<file path="config.mk">
export PLATFORM = sky130hd
export DESIGN_NAME = shram_access_guard
export DESIGN_NICKNAME = d
export VERILOG_FILES = /design/src/rtl/shram_pkg.sv /design/src/rtl/shram_own_reg.sv /design/src/rtl/shram_perm_eval.sv /design/src/rtl/shram_resp_reg.sv /design/src/rtl/shram_access_guard.sv
export SDC_FILE = /design/constraint.sdc
export NUM_CORES = 1
export LEC_CHECK = 0
export BUFFER_PORTS_ARGS = -buffer_cell sky130_fd_sc_hd__buf_2
export CAP_MARGIN = 10
export CORE_MARGIN = 1.5
export CORE_UTILIZATION = 40
export DETAILED_ROUTE_END_ITERATION = 6
export HOLD_SLACK_MARGIN = 0.05
export PLACE_DENSITY_LB_ADDON = 0.15
export SYNTH_ARGS = -nofsm -noshare
export SYNTH_HDL_FRONTEND = slang
export SYNTH_SLANG_ARGS = --single-unit
</file>
<file path="constraint.sdc">
create_clock -name clk -period 1.3 [get_ports clk]
set_input_delay 0.13 -clock clk [delete_from_list [all_inputs] [get_ports clk]]
set_output_delay 0.13 -clock clk [all_outputs]
set_load 0.01 [all_outputs]
</file>
<file path="src/rtl/shram_pkg.sv">
package shram_pkg;

  typedef enum logic [1:0] {
    SRC_CPU_A = 2'd0,
    SRC_DMA_A = 2'd1,
    SRC_CPU_B = 2'd2,
    SRC_DMA_B = 2'd3
  } src_e;

  typedef enum logic [1:0] {
    ACC_RD    = 2'd0,
    ACC_WR    = 2'd1,
    ACC_FETCH = 2'd2,
    ACC_RSVD  = 2'd3
  } acc_e;

  // Subsystem a requester belongs to: 0 = A, 1 = B.
  function automatic logic side_of(logic [1:0] src);
    return src[1];
  endfunction

  // Requester is a DMA port.
  function automatic logic is_dma(logic [1:0] src);
    return src[0];
  endfunction

  // Rights of a requester on a block, given which subsystem owns it.
  function automatic logic rights_ok(logic [1:0] src, logic [1:0] kind,
                                     logic owner_b);
    logic owns;
    owns = (side_of(src) == owner_b);
    case (acc_e'(kind))
      ACC_RD:    rights_ok = 1'b1;
      ACC_WR:    rights_ok = owns;
      ACC_FETCH: rights_ok = owns && !is_dma(src);
      default:   rights_ok = 1'b0;
    endcase
  endfunction

endpackage

</file>
<file path="src/rtl/shram_own_reg.sv">
module shram_own_reg #(
  parameter int NUM_BLK = 12
) (
  input  logic               clk,
  input  logic               rst_n,
  input  logic               cfg_wr_en,
  input  logic [1:0]         cfg_src,
  input  logic [NUM_BLK-1:0] cfg_wdata,
  output logic [NUM_BLK-1:0] own_map
);
  import shram_pkg::*;

  // Only subsystem A's CPU may reprogram ownership.
  logic cfg_accept;
  assign cfg_accept = cfg_wr_en && (src_e'(cfg_src) == SRC_CPU_A);

  for (genvar b = 0; b < NUM_BLK; b++) begin : g_bit
    always_ff @(posedge clk) begin
      if (!rst_n)          own_map[b] <= 1'b0;
      else if (cfg_accept) own_map[b] <= cfg_wdata[b];
    end
  end

  AST_OWN_RESET_A: assert property (@(posedge clk)
    $rose(rst_n) |-> own_map == '0);
  AST_OWN_FOREIGN_IGNORED: assert property (@(posedge clk) disable iff (!rst_n)
    cfg_wr_en && cfg_src != 2'd0 |=> $stable(own_map));
  AST_OWN_LOAD: assert property (@(posedge clk) disable iff (!rst_n)
    cfg_wr_en && cfg_src == 2'd0 |=> own_map == $past(cfg_wdata));

endmodule

</file>
<file path="src/rtl/shram_perm_eval.sv">
module shram_perm_eval #(
  parameter int NUM_BLK = 12,
  parameter int BLK_W   = 4
) (
  input  logic               req_valid,
  input  logic [1:0]         req_src,
  input  logic [1:0]         req_kind,
  input  logic [BLK_W-1:0]   req_blk,
  input  logic [NUM_BLK-1:0] own_map,
  output logic               grant_c,
  output logic               deny_c,
  output logic               wr_grant_c
);
  import shram_pkg::*;

  localparam int            BLK_SPAN = 1 << BLK_W;
  localparam logic [BLK_W:0] BLK_LIMIT = (BLK_W+1)'(NUM_BLK);

  logic [BLK_SPAN-1:0] map_padded;
  logic                in_range;
  logic                owner_b;
  logic                allowed;

  assign map_padded = BLK_SPAN'(own_map);
  assign in_range   = ({1'b0, req_blk} < BLK_LIMIT);
  assign owner_b    = map_padded[req_blk];
  assign allowed    = in_range && rights_ok(req_src, req_kind, owner_b);

  assign grant_c    = req_valid && allowed;
  assign deny_c     = req_valid && !allowed;
  assign wr_grant_c = grant_c && (acc_e'(req_kind) == ACC_WR);

  AST_EVAL_EXCL: assert final (!(grant_c && deny_c));
  AST_EVAL_RSVD: assert final (!(req_valid && req_kind == 2'd3) || deny_c);

endmodule

</file>
<file path="src/rtl/shram_resp_reg.sv">
module shram_resp_reg #(
  parameter int BLK_W = 4
) (
  input  logic             clk,
  input  logic             rst_n,
  input  logic             grant_c,
  input  logic             deny_c,
  input  logic             wr_grant_c,
  input  logic [1:0]       req_src,
  input  logic [BLK_W-1:0] req_blk,
  output logic             gnt,
  output logic             viol,
  output logic [1:0]       viol_src,
  output logic [BLK_W-1:0] viol_blk,
  output logic             mem_we
);

  always_ff @(posedge clk) begin
    if (!rst_n) begin
      gnt      <= 1'b0;
      viol     <= 1'b0;
      viol_src <= '0;
      viol_blk <= '0;
      mem_we   <= 1'b0;
    end else begin
      gnt      <= grant_c;
      viol     <= deny_c;
      viol_src <= deny_c ? req_src : '0;
      viol_blk <= deny_c ? req_blk : '0;
      mem_we   <= wr_grant_c;
    end
  end

  AST_WE_NEEDS_GNT: assert property (@(posedge clk) disable iff (!rst_n)
    mem_we |-> gnt);
  AST_VIOL_INFO_QUIET: assert property (@(posedge clk) disable iff (!rst_n)
    !viol |-> viol_src == 2'd0 && viol_blk == '0);

endmodule

</file>
<file path="src/rtl/shram_access_guard.sv">
module shram_access_guard #(
  parameter int NUM_BLK = 12,
  parameter int BLK_W   = (NUM_BLK > 1) ? $clog2(NUM_BLK) : 1
) (
  input  logic               clk,
  input  logic               rst_n,
  input  logic               req_valid,
  input  logic [1:0]         req_src,
  input  logic [1:0]         req_kind,
  input  logic [BLK_W-1:0]   req_blk,
  input  logic               cfg_wr_en,
  input  logic [1:0]         cfg_src,
  input  logic [NUM_BLK-1:0] cfg_wdata,
  output logic [NUM_BLK-1:0] own_map,
  output logic               gnt,
  output logic               viol,
  output logic [1:0]         viol_src,
  output logic [BLK_W-1:0]   viol_blk,
  output logic               mem_we
);

  // Internal events, named for the assertions.
  logic grant_c;
  logic deny_c;
  logic wr_grant_c;

  shram_own_reg #(.NUM_BLK(NUM_BLK)) u_own (
    .clk       (clk),
    .rst_n     (rst_n),
    .cfg_wr_en (cfg_wr_en),
    .cfg_src   (cfg_src),
    .cfg_wdata (cfg_wdata),
    .own_map   (own_map)
  );

  shram_perm_eval #(.NUM_BLK(NUM_BLK), .BLK_W(BLK_W)) u_eval (
    .req_valid  (req_valid),
    .req_src    (req_src),
    .req_kind   (req_kind),
    .req_blk    (req_blk),
    .own_map    (own_map),
    .grant_c    (grant_c),
    .deny_c     (deny_c),
    .wr_grant_c (wr_grant_c)
  );

  shram_resp_reg #(.BLK_W(BLK_W)) u_resp (
    .clk        (clk),
    .rst_n      (rst_n),
    .grant_c    (grant_c),
    .deny_c     (deny_c),
    .wr_grant_c (wr_grant_c),
    .req_src    (req_src),
    .req_blk    (req_blk),
    .gnt        (gnt),
    .viol       (viol),
    .viol_src   (viol_src),
    .viol_blk   (viol_blk),
    .mem_we     (mem_we)
  );

  AST_RESP_FOLLOWS: assert property (@(posedge clk) disable iff (!rst_n)
    req_valid |=> (gnt ^ viol));
  AST_IDLE_QUIET: assert property (@(posedge clk) disable iff (!rst_n)
    !req_valid |=> !gnt && !viol);
  AST_DMA_NO_FETCH: assert property (@(posedge clk) disable iff (!rst_n)
    req_valid && req_kind == 2'd2 && req_src[0] |=> viol);
  AST_READ_OPEN: assert property (@(posedge clk) disable iff (!rst_n)
    req_valid && req_kind == 2'd0 && {1'b0, req_blk} < (BLK_W+1)'(NUM_BLK)
    |=> gnt);
  AST_VIOL_TAGS: assert property (@(posedge clk) disable iff (!rst_n)
    req_valid && !grant_c |=> viol_src == $past(req_src)
                              && viol_blk == $past(req_blk));

endmodule

</file>
; After elaboration in Yosys (flattened, before gate mapping)
; Index checks and enable logic that the tools add are counted.
; Widths: inputs -> output; s select.
[word_totals]
elab_cells = 36
ram_bits = 0
ff_bits = 21
romBits = 0
latchBits = 0
mem_count = 0
[op_classes]
add_sub_neg = 0
mux = 3
n_reduce_logical = 11
multipliers = 0
shifts = 0
magnitude_cmp = 2
n_eq_ne = 3
div_mod_pow = 0
bitwise = 0
[ops]
columns = cell, count
row1 = $logic_and 1x1->1, 6
row2 = $lt 4x5->1 const B, 1
row3 = $bmux 1 s4, 1
row4 = $logic_not 2->1, 2
row5 = $lt 4x4->1 const B, 1
row6 = $pmux 1 s3, 1
row7 = $eq 2x1->1 const B, 1
row8 = $eq 2x2->1 const B, 1
row9 = $logic_not 1->1, 2
row10 = $reduce_and 2->1, 1
row11 = $eq 1x1->1, 1
row12 = $mux 1, 1

; Depth between registers and ports, before layout
[depth]
word_depth = 9
ltp_mapped = 5
depth_no_buf = 4

; Hierarchy
; From an unflattened synthesis, not the netlist that was laid out.
[hier_totals]
cells_unflattened = 95
hier_area_um2 = 944.7
[modules_own_cells]
columns = mod, cells_per_inst, instances, area_per_inst_um2, seq_area_each_um2
row1 = shram_own_reg, 52, 1, 494.2, 240.2
row2 = shram_resp_reg, 18, 1, 240.2, 180.2
row3 = shram_perm_eval, 25, 1, 210.2, 0.0

; Worst setup path after synthesis
; OpenSTA, ideal clock, no wires.
[synth_timing]
path_type = register to register
startpoint = register u_own.own_map[10]
endpoint = register u_resp.viol_blk[0]
setup_slack_ns = -0.041
arrival_time_ns = 1.186
stages_incl_launch_ff = 5
n_path_buf = 0
period_less_slack_ns = 1.341
path_cell_list = dfxtp_1 > mux2i_1 > a32o_2 > o31ai_4 > a311oi_1
[synth_between]
elab_chain_len = 9
[synth_rtl]
columns = item, line
row1 = start: declaration, shram_own_reg.sv:9  ; output logic [NUM_BLK-1:0] own_map
row2 = start signal: indexed assignment, shram_own_reg.sv:20  ; else if (cfg_accept) own_map[b] <= cfg_wdata[b];
row3 = $bmux 1 s4 *, shram_perm_eval.sv:26  ; assign owner_b = map_padded[req_blk];
row4 = $mux 1 (implied by the code) *, shram_perm_eval.sv:26
row5 = $eq 1x1->1 *, shram_pkg.sv:31  ; owns = (side_of(src) == owner_b);
row6 = $logic_and 1x1->1, shram_pkg.sv:35  ; ACC_FETCH: rights_ok = owns && !is_dma(src);
row7 = $pmux 1 s3 *, shram_pkg.sv:32  ; case (acc_e'(kind))
row8 = $logic_and 1x1->1 *, shram_perm_eval.sv:27  ; assign allowed = in_range && rights_ok(req_src, req_kind, owner_b);
row9 = $logic_not 1->1 *, shram_perm_eval.sv:30  ; assign deny_c = req_valid && !allowed;
row10 = $logic_and 1x1->1 *, shram_perm_eval.sv:30
row11 = $reduce_and 2->1 (no line) *, --
row12 = end signal: assignment, shram_resp_reg.sv:29  ; viol_blk <= deny_c ? req_blk : '0;
row13 = end: declaration, shram_resp_reg.sv:14  ; output logic [BLK_W-1:0] viol_blk,
; Every way passes the cells marked *; elsewhere a longest branch is shown, timed or not. The select of a mux whose other input is x is not followed.
; A chain may end at the register's enable or synchronous reset.

; Worst setup path after layout
[layout_timing]
startpoint = register u_own.own_map[9]
endpoint = register u_resp.viol_blk[0]
; The elaborated chain is that of the path after synthesis.

==> out/qor.csv <==
metric,value,unit
ff2ff_path_depth,5,
drive_above_1_share,0.5081,
synth_compound_area_frac,0.2604,
r2r_setup_slack,-40,ps
synthTopCellsByCount,"nand2_1 (27), dfxtp_1 (21), a21boi_0 (12)",
yosysMostFrequentCell,nand2_1,
nFillCells,205,
rsz0062_at_grt,true,
hold_viol_final,0,
p_sw,0.0003580,W
async_flop_share,0,
crit_type,reg -> reg,
dpl.hpwl,1859,um
yosysUniqueCellTypes,31,
yosys_register_bits,21,
synthCells,111,
violations,negative setup slack,
portBuffers,46,
synth_edf_count,0,
nets,212,
cp_cell_sequence,mux2i_2 -> a32o_2 -> o31ai_4 -> buf_6 -> a311oi_2,
synthSimpleGateAreaFrac,0.2035,
hp-class,in -> reg,
p_int,0.0009495,W
syn_to_final_growth,59.17,%
ios,47,
clock-sinks,21,
vias,1093,
remaining_drc_errors,0,
critPathRequiredTime,1490,ps
finalSetupViolCount,7,
tritoncts,built,
clkLatencyLatePin,310,ps
totalWireLength,2629,um
leakage,0.7134,nW
finClkSkew,3.342,ps
htree_levels,1,
die_height,52.74,um
num_rows,17,
vdd_ir_drop_max,738.5,uV
fin_hold_ws,58.27,ps
antenna_found_initial,0,
whs_endpoint,u_own.own_map[1],
dr.pass1.iters,4,
synth_xor_xnor_area_share,0,
slew_viol_final,0,
worstReg2RegStart,u_own.own_map[9],
antenna_cells,0,
critPathMaxStageDelay,360,ps
synth_area_leaders,"dfxtp_1 (42%), nand2_1 (10%), a21boi_0 (9.1%)",
grt_pass1_vias,972,
start_util,0.4349,
p_per_area,830.0,mW/mm^2
worstHoldPathCells,3,
cts_buffer_depth,2,
finalSetupTns,-241.0,ps
avgRoutedWirePerCell,12.34,um
fin_ws,-42.73,ps
yosys.area.top_type,dfxtp_1,
die_area,0.002782,mm^2
worstHoldStart,cfg_wdata[1],
crit_path_max_fanout,7,
post_dp_cell_area,0.001343,mm^2
synth_top_family_by_area,compound AO/OA/AOI/OAI gates,
finalInstanceArea,0.001575,mm^2
ys.flop_type,dfxtp_1,
die_w,52.74,um
slew_headroom,0.7149,
status,"complete, but fails checks",
ant_nets,0,
comb_power_share,0.238,
cts_root_buf,clkbuf_4,
gp_congestion,0.8246,
clk_pin_slew,110,ps
grt_usage,0.2098,
synth_top_area_share,0.4248,
muxShareOfSynthArea,0.06068,
r2r-end,u_resp.viol_blk[0],
cts_made_buffers,3,
yosysSeqAreaShare,0.4248,
core_area,0.002276,mm^2
grt_remaining_overflow,0,
grt_pass1_wl,4119,um
seqPwrFrac,0.520,
crit_slowest_cell,dfxtp_2,
drt_iter0_drc,14,
clkPwrFrac,0.242,
finalCriticalPeriod,1343,ps
syn_nets,137,
syn_avg_cell_area,8.916,um^2
worstSetupEndpointType,register,
max_freq,744.8,MHz
swShare,0.2738,
synthAdderAreaFrac,0,
fin_util,0.6921,
max_cap_viol_count,0,
pre_cts_ws,-144.1,ps
startpoint_type,register,
viasPerCell,5.131,
yosysWarnings,0,
worstMarginPinSlew,427.7,ps
cp.arrival,1530,ps
period_share,1.033,
grt_max_degree,14,
synth_area,989.7,um^2
## registers in the layout, summed over array words and instances (netlist names)
name and count:
u_resp.gnt 1, u_own.own_map 12, u_resp.viol_blk 4, u_resp.mem_we 1, u_resp.viol 1, u_resp.viol_src 2
## critical path: cells and delay by family (launching register included)
| family | cells | cell delay, ps |
|---|---|---|
| muxes | 1 | 80 |
| buffers and inverters | 1 | 160 |
| DFF | 1 | 360 |
| AOI/OAI and AO/OA | 3 | 630 |
## area by class of cell
cell class	instances	area [um^2]	share of cell area
Inverter	6	22.52	0.01430
Clock buffer	4	26.28	0.01668
Timing Repair Buffer	75	476.7	0.3026
Multi-Input combinational cell	79	581.8	0.3693
Tap cell	28	35.03	0.02224
Sequential cell	21	432.9	0.2748
## timing repair
action | 4_1_cts | 5_1_grt
resized for setup | 6 | 11
endpoints found under the setup margin | 7 | 9
hold endpoints to repair | 7 | 3
setup buffers | 5 | 1
pin swaps | 10 | 12
hold buffers | 7 | 3
## metal layers
layer  routed length, um  GRT usage
met2                1367     0.3917
met3                 192    0.06571
met1                1028     0.2100
met4                  40    0.08974
met5                   0          0
## cells in the final DEF, fill, tap and decap left out, types with 4 or more instances in the layout
| master | Yosys | routed |
|---|---|---|
| dfxtp_1 | 21 | 11 |
| inv_1 | 6 | 6 |
| a21boi_0 | 12 | 12 |
| mux2i_2 | 0 | 4 |
| dfxtp_2 | 0 | 10 |
| buf_2 | 0 | 46 |
| nand2_1 | 27 | 27 |
| buf_4 | 0 | 18 |
| dlygate4sd3_1 | 0 | 10 |
## power groups by stage
stage          registers (W)  logic [W]  clock network (W)
5_1_grt             0.000683   0.000338           0.000373
4_1_cts             0.000679   0.000285           0.000328
3_5_place_dp        0.000693   0.000246                  0
6_report            0.000680   0.000312           0.000316
2_1_floorplan       0.000706   0.000117                  0
3_3_place_gp        0.000693   0.000240                  0
## cell families (layout without fill, tap and decap cells)
family                 count (synthesis)  in the layout
AOI/OAI and AO/OA                     31             31
buffers and inverters                 11             85
DFF                                   21             21
muxes                                  6              6
and+or+nand+nor                       42             42
## per-stage QoR
step | instances | total power, W
global route | 213 | 0.001395
CTS | 210 | 0.001292
detailed placement | 194 | 0.0009389
floorplan | 111 | 0.0008228
global placement | 194 | 0.0009326
finish | 213 | 0.001308
## worst max path at each step
| stage | start | to | slack [ps] | depth (start not counted) |
|---|---|---|---|---|
| floorplan | u_own.own_map[1] | u_resp.viol_blk[0] | 2 | 4 |
| global placement | req_blk[1] | u_resp.mem_we | -60 | 5 |
| detailed placement | req_blk[1] | u_resp.viol_blk[0] | -140 | 5 |
| CTS | u_own.own_map[10] | u_resp.viol_blk[0] | -40 | 5 |
| global route | u_own.own_map[11] | u_resp.mem_we | -100 | 5 |
| finish | u_own.own_map[9] | u_resp.viol_blk[0] | -40 | 5 |
(Power assumes the default switching activity.)
